==> config.mk <==
export PLATFORM = sky130hd
export DESIGN_NAME = gpio_setclr_port
export DESIGN_NICKNAME = d
export VERILOG_FILES = /design/src/rtl/gpio_pkg.sv /design/src/rtl/gpio_rst_sync.sv /design/src/rtl/gpio_in_sync.sv /design/src/rtl/gpio_out_latch.sv /design/src/rtl/gpio_setclr_port.sv
export SDC_FILE = /design/constraint.sdc
export NUM_CORES = 1
export LEC_CHECK = 0
export ABC_AREA = 1
export ABC_CLOCK_PERIOD_IN_PS = 3600
export BUFFER_PORTS_ARGS = -buffer_cell sky130_fd_sc_hd__buf_2
export CAP_MARGIN = 20
export CORE_MARGIN = 4
export CORE_UTILIZATION = 28
export DETAILED_ROUTE_END_ITERATION = 8
export PLACE_DENSITY = 0.52
export SYNTH_ARGS = -nofsm -noshare
export SYNTH_HDL_FRONTEND = slang
export SYNTH_SLANG_ARGS = --single-unit
export TNS_END_PERCENT = 20
==> constraint.sdc <==
create_clock -name clk -period 3.6 [get_ports clk]
set_clock_uncertainty 0.1 [all_clocks]
set_input_delay 0.9 -clock clk [delete_from_list [all_inputs] [get_ports clk]]
set_output_delay 0.9 -clock clk [all_outputs]
set_load 0.02 [all_outputs]
==> src/rtl/gpio_pkg.sv <==
package gpio_pkg;

  // Byte offsets of the port registers
  localparam int unsigned OFS_DIR = 'h10;
  localparam int unsigned OFS_PIN = 'h14;
  localparam int unsigned OFS_SET = 'h18;
  localparam int unsigned OFS_CLR = 'h1C;

  typedef enum logic [2:0] {
    SEL_DIR,
    SEL_PIN,
    SEL_SET,
    SEL_CLR,
    SEL_NONE
  } gpio_sel_e;

endpackage

==> src/rtl/gpio_rst_sync.sv <==
module gpio_rst_sync #(
  parameter int unsigned STAGES = 2
) (
  input  logic clk,
  input  logic arst_n,
  output logic srst_n
);

  logic [STAGES-1:0] chain_q;
  logic [STAGES-1:0] chain_d;

  always_comb begin
    chain_d = {chain_q[STAGES-2:0], 1'b1};
  end

  always_ff @(posedge clk or negedge arst_n) begin
    if (!arst_n) chain_q <= '0;
    else         chain_q <= chain_d;
  end

  assign srst_n = chain_q[STAGES-1];

endmodule

==> src/rtl/gpio_in_sync.sv <==
module gpio_in_sync #(
  parameter int unsigned WIDTH  = 32,
  parameter int unsigned STAGES = 2
) (
  input  logic             clk,
  input  logic             rst_n,
  input  logic [WIDTH-1:0] din,
  output logic [WIDTH-1:0] dout
);

  logic [WIDTH-1:0] stage_q [STAGES];

  for (genvar s = 0; s < STAGES; s++) begin : g_stage
    logic [WIDTH-1:0] stage_d;
    if (s == 0) begin : g_first
      always_comb stage_d = din;
    end else begin : g_rest
      always_comb stage_d = stage_q[s-1];
    end
    always_ff @(posedge clk or negedge rst_n) begin
      if (!rst_n) stage_q[s] <= '0;
      else        stage_q[s] <= stage_d;
    end
  end

  assign dout = stage_q[STAGES-1];

endmodule

==> src/rtl/gpio_out_latch.sv <==
module gpio_out_latch #(
  parameter int unsigned WIDTH = 32
) (
  input  logic             clk,
  input  logic             rst_n,
  input  logic             dir_we,
  input  logic             load_we,
  input  logic             set_we,
  input  logic             clr_we,
  input  logic [WIDTH-1:0] wdata,
  output logic [WIDTH-1:0] dir_q,
  output logic [WIDTH-1:0] lat_q
);

  logic [WIDTH-1:0] dir_d;
  logic [WIDTH-1:0] lat_d;
  logic             lat_en;

  always_comb begin
    dir_d  = dir_q;
    lat_d  = lat_q;
    lat_en = load_we | set_we | clr_we;
    if (dir_we)  dir_d = wdata;
    if (load_we) lat_d = wdata;
    if (set_we)  lat_d = lat_d | wdata;
    if (clr_we)  lat_d = lat_d & ~wdata;
  end

  always_ff @(posedge clk or negedge rst_n) begin
    if (!rst_n) begin
      dir_q <= '0;
      lat_q <= '0;
    end else begin
      if (dir_we) dir_q <= dir_d;
      if (lat_en) lat_q <= lat_d;
    end
  end


  set_bits_chk: assert property (@(posedge clk) disable iff (!rst_n)
    set_we |=> (((lat_q & $past(wdata)) == $past(wdata)) &&
                (((lat_q ^ $past(lat_q)) & ~$past(wdata)) == '0)));


  clr_bits_chk: assert property (@(posedge clk) disable iff (!rst_n)
    clr_we |=> (((lat_q & $past(wdata)) == '0) &&
                (((lat_q ^ $past(lat_q)) & ~$past(wdata)) == '0)));


  load_all_chk: assert property (@(posedge clk) disable iff (!rst_n)
    load_we |=> (lat_q == $past(wdata)));


  hold_latch_chk: assert property (@(posedge clk) disable iff (!rst_n)
    !(load_we || set_we || clr_we) |=> $stable(lat_q));


  hold_dir_chk: assert property (@(posedge clk) disable iff (!rst_n)
    !dir_we |=> $stable(dir_q));

endmodule

==> src/rtl/gpio_setclr_port.sv <==
module gpio_setclr_port
  import gpio_pkg::*;
#(
  parameter int unsigned WIDTH  = 32,
  parameter int unsigned ADDR_W = 8
) (
  input  logic              clk,
  input  logic              rst_n,
  input  logic [ADDR_W-1:0] addr,
  input  logic              wr_en,
  input  logic [WIDTH-1:0]  wdata,
  output logic [WIDTH-1:0]  rdata,
  input  logic [WIDTH-1:0]  pins_in,
  output logic [WIDTH-1:0]  pins_oe,
  output logic [WIDTH-1:0]  pins_out
);

  localparam int unsigned SYNC_STAGES = 2;
  localparam int unsigned RST_STAGES  = 2;

  logic             srst_n;
  gpio_sel_e        sel;
  logic             dir_we, load_we, set_we, clr_we;
  logic [WIDTH-1:0] dir_q, lat_q, in_sync, pin_view;

  gpio_rst_sync #(.STAGES(RST_STAGES)) u_rst (
    .clk    (clk),
    .arst_n (rst_n),
    .srst_n (srst_n)
  );

  gpio_in_sync #(.WIDTH(WIDTH), .STAGES(SYNC_STAGES)) u_sync (
    .clk   (clk),
    .rst_n (srst_n),
    .din   (pins_in),
    .dout  (in_sync)
  );

  always_comb begin
    if      (addr == ADDR_W'(OFS_DIR)) sel = SEL_DIR;
    else if (addr == ADDR_W'(OFS_PIN)) sel = SEL_PIN;
    else if (addr == ADDR_W'(OFS_SET)) sel = SEL_SET;
    else if (addr == ADDR_W'(OFS_CLR)) sel = SEL_CLR;
    else                               sel = SEL_NONE;
  end

  always_comb begin
    dir_we  = wr_en && (sel == SEL_DIR);
    load_we = wr_en && (sel == SEL_PIN);
    set_we  = wr_en && (sel == SEL_SET);
    clr_we  = wr_en && (sel == SEL_CLR);
  end

  gpio_out_latch #(.WIDTH(WIDTH)) u_latch (
    .clk     (clk),
    .rst_n   (srst_n),
    .dir_we  (dir_we),
    .load_we (load_we),
    .set_we  (set_we),
    .clr_we  (clr_we),
    .wdata   (wdata),
    .dir_q   (dir_q),
    .lat_q   (lat_q)
  );

  always_comb begin
    pin_view = (dir_q & lat_q) | (~dir_q & in_sync);
    unique case (sel)
      SEL_DIR: rdata = dir_q;
      SEL_PIN: rdata = pin_view;
      default: rdata = '0;
    endcase
  end

  assign pins_oe  = dir_q;
  assign pins_out = lat_q & dir_q;


  one_strobe_chk: assert property (@(posedge clk) disable iff (!srst_n)
    $onehot0({dir_we, load_we, set_we, clr_we}));


  wo_read_zero_chk: assert property (@(posedge clk) disable iff (!srst_n)
    (sel == SEL_SET || sel == SEL_CLR || sel == SEL_NONE) |-> (rdata == '0));


  input_quiet_chk: assert property (@(posedge clk) disable iff (!srst_n)
    ((pins_out & ~pins_oe) == '0));

endmodule

# --- Word level (Yosys, flattened, before mapping) ---
# Cells that the tools add are included.
totals:
  output_inout_bits: 96
  regBits: 130
  elab_cells: 34
classes:
  reduce_logical: 5
  n_bitwise: 9
  n_eq_ne: 7
  mux: 8
op_table:
  columns: ["op", "n"]
  rows:
  - ["$and 32x32->32", 3]
  - ["$mux 32", 3]
  - ["$not 32->32", 2]
  - ["$or 32x32->32", 2]
  - ["$pmux 32 s2", 1]
  - ["$eq 8x5->1 const B", 4]
  - ["$mux 3", 4]
  - ["$eq 3x2->1 const B", 2]
  - ["$logic_and 1x1->1", 4]
  - ["$eq 3x1->1 const B", 1]
  - ["$logic_not 3->1", 1]
  - ["$or 1x1->1", 2]

# --- Depth between registers and ports, before layout ---
# Gate-level depths: netlist (run 1).
depth:
  depth_word: 12
  mapped_depth: 10
  depth_no_buf: 9

# --- Hierarchy ---
# Synthesis (run 1) repeated with hierarchy kept, for this count alone.
hier_totals:
  cells_unflattened: 653
  hier_area_um2: 5636.7
by_module_without_submodules:
  columns: ["module", "instances", "seq_area_each_um2", "cells_per_inst", "area_per_inst_um2"]
  rows:
  - ["gpio_out_latch", 1, 1601.5, 324, 2795.2]
  - ["gpio_in_sync", 1, 1601.5, 64, 1601.5]
  - ["gpio_setclr_port", 1, 0.0, 262, 1186.1]
  - ["gpio_rst_sync", 1, 50.0, 3, 53.8]

# --- Least setup slack after synthesis (run 1) ---
# No wires, ideal clock.
synth_path:
  kind: "in2out"
  start: "in addr[0]"
  end: "out rdata[0]"
  t_arrival_ns: 1.871
  stages: 6
  setup_slack_ns: 0.729
  n_path_buf: 1
  cell_sequence: "inv_2 > nand2_1 > nor3_2 > nand2_1 > buf_1 > o22ai_1"
synth_between:
  elab_chain_cells: 7
synth_lines:
  columns: ["element", "line_no", "rtl"]
  rows:
  - ["start: declaration", "gpio_setclr_port.sv:9", "input logic [ADDR_W-1:0] addr,"]
  - ["$eq 8x5->1", "gpio_setclr_port.sv:43", "else if (addr == ADDR_W'(OFS_CLR)) sel = SEL_CLR;"]
  - ["$mux 3", "gpio_setclr_port.sv:43", null]
  - ["$mux 3", "gpio_setclr_port.sv:42", "else if (addr == ADDR_W'(OFS_SET)) sel = SEL_SET;"]
  - ["$mux 3", "gpio_setclr_port.sv:41", "else if (addr == ADDR_W'(OFS_PIN)) sel = SEL_PIN;"]
  - ["$mux 3 (*)", "gpio_setclr_port.sv:40", "if (addr == ADDR_W'(OFS_DIR)) sel = SEL_DIR;"]
  - ["$eq 3x1->1 or $logic_not 3->1 (tied branches)", "gpio_setclr_port.sv:68", "unique case (sel)"]
  - ["$pmux 32 s2 (*)", "gpio_setclr_port.sv:68", null]
  - ["end: declaration", "gpio_setclr_port.sv:12", "output logic [WIDTH-1:0] rdata,"]
# Every way passes the cells marked *; elsewhere a longest branch is shown, timed or not.

# --- Worst setup path in the final report (run 1) ---
layout_path:
  start: "in addr[0]"
  end: "out rdata[15]"
# Same word-level chain as after synthesis.

==> results by group, run 1 <==
Pwr
  – Clock group share of total power: 51.1%
  – Lkg Pwr: 4.04 nW
  – Int Power: roughly 2.9 mW
  – Net Sw Power: 0.845 mW
  – Max VDD drop: 0.326 mV
  – Comb pwr share: 5.9%
  – Part of the power in registers: 43.0%
  – Total power draw: about 3.8 mW
  – Switching part of the total: 22.5%
  – PwrDens: 532 mW/mm²

Detailed routing
  – Routed Wire Length: 14.3 mm
  – Met2 wire length: 6.35 mm
  – DR DRC count: 0
  – Wire length on met3: 871 µm
  – First drt pass iteration count: 4
  – Via/cell ratio: 4.24
  – WL met1: 6.86 mm
  – Highest routing layer actually used: met5
  – Via count: 4334
  – Initial DRC count: about 170
  – ANT nets after route: 0
  – DR WL/cell: 14.0 µm

Outcome
  – Status: finished, final reports clean

Clock network
  – Worst skew pair latency: 0.41 ns
  – H-tree depth: 4
  – Clock Tree Buf Depth: 2
  – Worst-path clk slew: 0.06 ns
  – Post-CTS Setup Bufs: 0
  – CTS Buf Count: 17
  – CTS tree: done
  – CTS resizes: 0
  – Root buf cell: clkbuf_16
  – Clock sink count: 130
  – # hold bufs at CTS: 0

Placement
  – Placed insts: ~990
  – Input/output buffers: 170
  – HPWL Detailed: between 9 and 10 mm
  – Routability Congestion: 0.732
  – Area after DPL: 0.00639 mm²

Die
  – Cell Rows: 50
  – Die area: around 0.021 mm²
  – Starting Density: between 20 and 30%
  – IO Pins: 171
  – Die W: between 100 and 150 µm
  – Die Y: 146 µm
  – Total core area: 0.0186 mm²

Layout
  – Syn-to-layout area delta: 33.2%
  – Area of the multi-input gates: 0.00153 mm²
  – Sequential Area: 0.00326 mm²
  – Final Cell Area: 0.00705 mm²
  – Layout cell share with drive strength beyond 1: approximately 28%
  – NumNets Final: between 800 and 900
  – Non-filler cells, final: between 1000 and 1500
  – Antenna diodes: 0
  – Fillers: just under 2000
  – Utilization after layout: 37.8%

STA
  – Slew Limit Fails: 0
  – Setup TNS: 0 ns
  – Slew headroom: around 44%
  – Worst-Margin Slew: about 0.84 ns
  – Crit share post-route: 88.3%
  – RSZ-0062 raised after global routing: no
  – Final Critical Period: 3.18 ns
  – Final setup viols: 0
  – FMAX: 315 MHz
  – Fin. Hold Viols: 0

Critical path
  – Required @ worst endpoint: 2.60 ns
  – WS Path Type: input port to output pin
  – Worst Path Max Fanout: 32
  – Endpoint class of the critical path: output pin
  – Startpoint types: input port
  – Critical Path AT: 2.18 ns
  – Reg2reg path depth: 1

GRT
  – First-pass GRT wire length: between 20 and 25 mm
  – Largest net degree at the start of global routing: 62
  – Antenna violations before repair: 3
  – Global route overflow: 0
  – GRT Total Usage: between 10% and 20%
  – Number of global-route vias before repair: 4356

Logic synthesis
  – Yosys reg bits: 130
  – Syn Std Cell Area: 0.00530 mm²
  – Syn nets: 675
  – Synth Area per Inst: 8.83 µm²
  – Netlist cell types: 22
  – Post-synthesis sequential area ratio: 61.4%
  – Synth Warn #: 0
  – Post-Synthesis Cells: 600

Run
  – Max-Cap Viols: 0

Hold path
  – Min-delay worst type: input port to async pin
[placed cells by master (no fill, tap or decap), drive strengths merged, types with 2 or more instances in the layout]
| cell type | Yosys | routed |
|---|---|---|
| o22ai | 32 | 32 |
| buf | 18 | 178 |
| o21ai | 32 | 32 |
| inv | 105 | 105 |
| clkbuf | 3 | 19 |
| a21oi | 32 | 32 |
| clkinv | 0 | 7 |
| dfrtp | 130 | 130 |
| bufinv | 0 | 5 |
| nand4 | 2 | 2 |
| nand3 | 7 | 7 |
| nand2 | 232 | 232 |
| nor2 | 5 | 5 |
[area by class of cell]
| cell class | count | share of cell area, % |
|---|---|---|
| Clock inverter | 13 | 2.94 |
| Clock buffer | 19 | 6.42 |
| Tap cell | 234 | 4.15 |
| Sequential cell | 130 | 46.2 |
| Inverter | 105 | 5.59 |
| Multi-Input combinational cell | 344 | 21.6 |
| Timing Repair Buffer | 178 | 13.1 |
[power by group through the flow]
stage | clock network [mW] | registers, mW | logic [mW]
after floorplan | 0 | 1.65 | 0.103
after global placement | 0 | 1.64 | 0.223
after detailed placement | 0 | 1.64 | 0.227
after CTS | 1.97 | 1.62 | 0.227
after global routing | 2.03 | 1.63 | 0.257
final | 1.92 | 1.61 | 0.223
[per-stage QoR]
step                hold WS [ns]  setup slack (ns)
floorplan                  0.231             0.729
global placement           0.232             0.419
detailed placement         0.235             0.435
CTS                        0.137             0.433
global route               0.126             0.337
finish                     0.162             0.422
[state kept, by name, indices dropped and copies added, names as in the netlist]
| name | cells |
|---|---|
| u_sync.dout | 32 |
| u_latch.lat_q | 32 |
| u_latch.dir_q | 32 |
| u_sync.g_stage.stage_d | 32 |
| u_rst.chain_q | 2 |
[cells in the mapped netlist]
master	count	share of area [%]
nand2_1	229	16
dfrtp_1	130	61
inv_1	103	7.3
a21oi_1	32	3.0
o21ai_1	32	3.0
o22ai_1	32	3.8
buf_2	9	0.85
buf_6	4	0.85
nand3_1	4	0.38
buf_1	3	0.21
clkbuf_1	3	0.21
nand2_2	3	0.35
nor2_1	3	0.21
buf_4	2	0.28
inv_2	2	0.14
nand3_2	2	0.38
nand4_1	2	0.24
conb_1	1	0.071
nand3_4	1	0.33
nor2_2	1	0.12
nor2_8	1	0.38
nor3_2	1	0.19
[per-layer routing]
| metal | GRT usage, % | up-vias |
|---|---|---|
| li1 | - | 2189 |
| met1 | 18.6 | 1990 |
| met2 | 21.2 | 128 |
| met3 | 5.23 | 21 |
| met4 | 3.66 | 6 |
| met5 | 0 | - |
[worst max-delay path, stage by stage]
cell and delay, ns:
buf_2 0.10, inv_2 0.03, nand2_1 0.11, nor2_2 0.19
nand2_2 0.06, buf_4 0.27, o22ai_1 0.27, buf_2 0.22
[worst paths after layout]
path	from	to	slack [ns]
min in group clk	u_sync.g_stage[1].stage_d[17]	u_sync.dout[17]	0.24
hold / removal	rst_n	u_rst.chain_q[1]	0.16
setup reg to reg	u_rst.chain_q[1]	u_latch.lat_q[3]	2.19
setup / recovery	addr[0]	rdata[15]	0.42
hold reg to reg	u_sync.g_stage[1].stage_d[17]	u_sync.dout[17]	0.24
max in group asynchronous	u_rst.chain_q[1]	u_latch.lat_q[3]	2.19
[cell families (layout without fill, tap and decap cells)]
kind of cell	Yosys count	in the layout	synth area share, %
AND/OR/NAND/NOR	247	247	18.8
flip-flops	130	130	61.4
buffers and inverters	126	315	9.85
AO/OA/AOI/OAI	96	96	9.83
other	1	1	0.0708
Power figures use the tool's default switching activity.
==> run 2, diff against run 1 <==
--- a/config.mk
+++ b/config.mk
@@ -9,10 +9,12 @@
 export ABC_CLOCK_PERIOD_IN_PS = 3600
 export BUFFER_PORTS_ARGS = -buffer_cell sky130_fd_sc_hd__buf_2
 export CAP_MARGIN = 20
+export CELL_PAD_IN_SITES_DETAIL_PLACEMENT = 0
+export CELL_PAD_IN_SITES_GLOBAL_PLACEMENT = 1
 export CORE_MARGIN = 4
 export CORE_UTILIZATION = 28
 export DETAILED_ROUTE_END_ITERATION = 8
-export PLACE_DENSITY = 0.52
+export PLACE_DENSITY = 0.66
 export SYNTH_ARGS = -nofsm -noshare
 export SYNTH_HDL_FRONTEND = slang
 export SYNTH_SLANG_ARGS = --single-unit
==> run 2 against run 1 <==
Fmax rose by 3.2%. Cell count rose by 0.20%. Routed wire length fell by 2.0%. Non-clock buffer count rose by 1. Register-to-register slack improved by 0.27 ns. Hold slack got worse by 0.0074 ns. Critical path depth did not move. Combinational power barely moved. Sequential power barely moved. Global-route usage fell by 0.099 points. Largest power group unchanged.
==> results by group, run 2 (synthesized netlist as in run 1, its figures left out) <==
Detailed routing
  – Initial DRC count: 104
  – DR WL/cell: 13.7 µm
  – Via/cell ratio: 4.20
  – DR DRC count: 0
  – First drt pass iteration count: 4
  – ANT nets after route: 0
  – Via count: 4302
  – Routed Wire Length: 14.0 mm

Run
  – Max-Cap Viols: 0

Critical path
  – Endpoint class of the critical path: output pin
  – WS Path Type: input port to output pin
  – Required @ worst endpoint: 2.60 ns
  – Worst Path Max Fanout: 32
  – Critical Path AT: 2.08 ns
  – Startpoint types: input port

Layout
  – Non-filler cells, final: 1025
  – Commonest non-fill, non-tap cell in the layout: nand2_1
  – Syn-to-layout area delta: 32.1%
  – NumNets Final: 852
  – Final Cell Area: 0.00699 mm²
  – Commonest cells after routing, fill and taps aside: 228 x nand2_1, 170 x buf_2, 129 x dfrtp_1, 103 x inv_1
  – Layout cell share with drive strength beyond 1: 28.4%

Clock network
  – Worst skew pair latency: 0.42 ns
  – H-tree depth: 4
  – CTS resizes: 0
  – Clock sink count: 130
  – Clock Tree Buf Depth: 2
  – Root buf cell: clkbuf_16
  – # hold bufs at CTS: 0
  – CTS Buf Count: 17
  – Post-CTS Setup Bufs: 0
  – Worst-path clk slew: ~0.060 ns
  – CTS tree: done

Pwr
  – Max VDD drop: 0.312 mV
  – Clock group share of total power: 48.4%
  – PwrDens: ~510 mW/mm²
  – Int Power: between 2 and 3 mW
  – Lkg Pwr: ~4.0 nW
  – Switching part of the total: 24.4%
  – Part of the power in registers: about 45%
  – Net Sw Power: 0.869 mW
  – Comb pwr share: 6.3%

GRT
  – Global route overflow: 0
  – Largest net degree at the start of global routing: 65
  – GRT Total Usage: 13.7%
  – Antenna violations before repair: 1
  – Number of global-route vias before repair: between 4000 and 5000
  – First-pass GRT wire length: 23.2 mm

Placement
  – HPWL Detailed: just under 10 mm
  – Routability Congestion: 0.713
  – Placed insts: 992
  – Area after DPL: 0.00640 mm²
  – Place WS: 0.513 ns
  – Input/output buffers: 170

STA
  – Slew Limit Fails: 0
  – Final Critical Period: 3.08 ns
  – Worst-Margin Slew: 0.686 ns
  – Setup ws final: 0.521 ns
  – Final setup viols: 0
  – FMAX: ~320 MHz
  – Fin. Hold Viols: 0
  – Slew headroom: approximately 54%
  – Min Hold Slack: 0.154 ns
  – Setup TNS: 0 ns
  – RSZ-0062 raised after global routing: no
  – Crit share post-route: 85.5%

Die
  – Die Y: between 100 and 150 µm
  – Starting Density: 28.4%
  – Cell Rows: 50
  – Die area: 0.0212 mm²
  – Total core area: 0.0186 mm²
  – IO Pins: 171
  – Die W: between 100 and 150 µm

Outcome
  – Status: finished, final reports clean

Hold path
  – Min-delay worst type: input port to async pin
-- run 2: cell types whose count changed in the layout (fill, tap and decap cells not counted) --
cell        before  now
inv_6            0    4
clkinv_4         4    2
clkbuf_8         2    1
nand2_1        227  228
nand2_2          5    4
clkinv_2         3    1
diode_2          0    1
bufinv_16        5    2
buf_4            7    8
clkinvlp_4       1    5
-- run 2: final cells by class --
| cell class | count | area, µm² |
|---|---|---|
| antenna | 1 | 2.50 |
| sequential | 130 | 3260 |
| inverter | 105 | 394 |
| clock buffer | 18 | 439 |
| tap | 234 | 293 |
| multi-input combinational | 344 | 1520 |
| clock inverter | 14 | 155 |
| fill | 1961 | 11600 |
| timing repair buffer | 179 | 931 |
-- run 2: final timing paths --
path	from	end	slack, ns	cells past startpoint
setup / recovery	addr[0]	rdata[23]	0.52	8
hold / removal	rst_n	u_rst.chain_q[0]	0.15	1
setup reg to reg	u_rst.chain_q[1]	u_latch.dir_q[10]	2.46	1
hold reg to reg	u_rst.chain_q[1]	u_sync.dout[0]	0.23	0
max in group asynchronous	u_rst.chain_q[1]	u_latch.dir_q[10]	2.46	1
min in group clk	u_sync.g_stage[1].stage_d[7]	u_sync.dout[7]	0.24	0
-- run 2: power by group through the flow --
stage	logic, mW	clock network (mW)	registers, mW
after floorplan	0.103	0	1.65
after global placement	0.229	0	1.64
after detailed placement	0.231	0	1.64
after CTS	0.231	1.78	1.61
after global routing	0.261	1.85	1.62
final	0.226	1.72	1.61
-- run 2: critical path, stage by stage --
cell     delay, ns
buf_2         0.10
inv_2         0.03
nand2_1       0.10
nor2_2        0.19
nand2_2       0.06
buf_4         0.26
o22ai_1       0.22
buf_2         0.19
-- run 2: layer usage --
layer,share of wire (%),GRT usage (%),up-vias
met5,0,0,-
met4,1.3,4.27,0
met3,5.4,4.58,13
met2,47,22.0,127
met1,46,17.7,1964
li1,-,-,2198
-- run 2: through the flow --
step | power [mW] | utilization (%)
after floorplan | 1.76 | -
after global placement | 1.87 | 34.3
after detailed placement | 1.87 | 34.3
after CTS | 3.62 | 37.5
after global routing | 3.73 | 37.5
final | 3.56 | 37.5
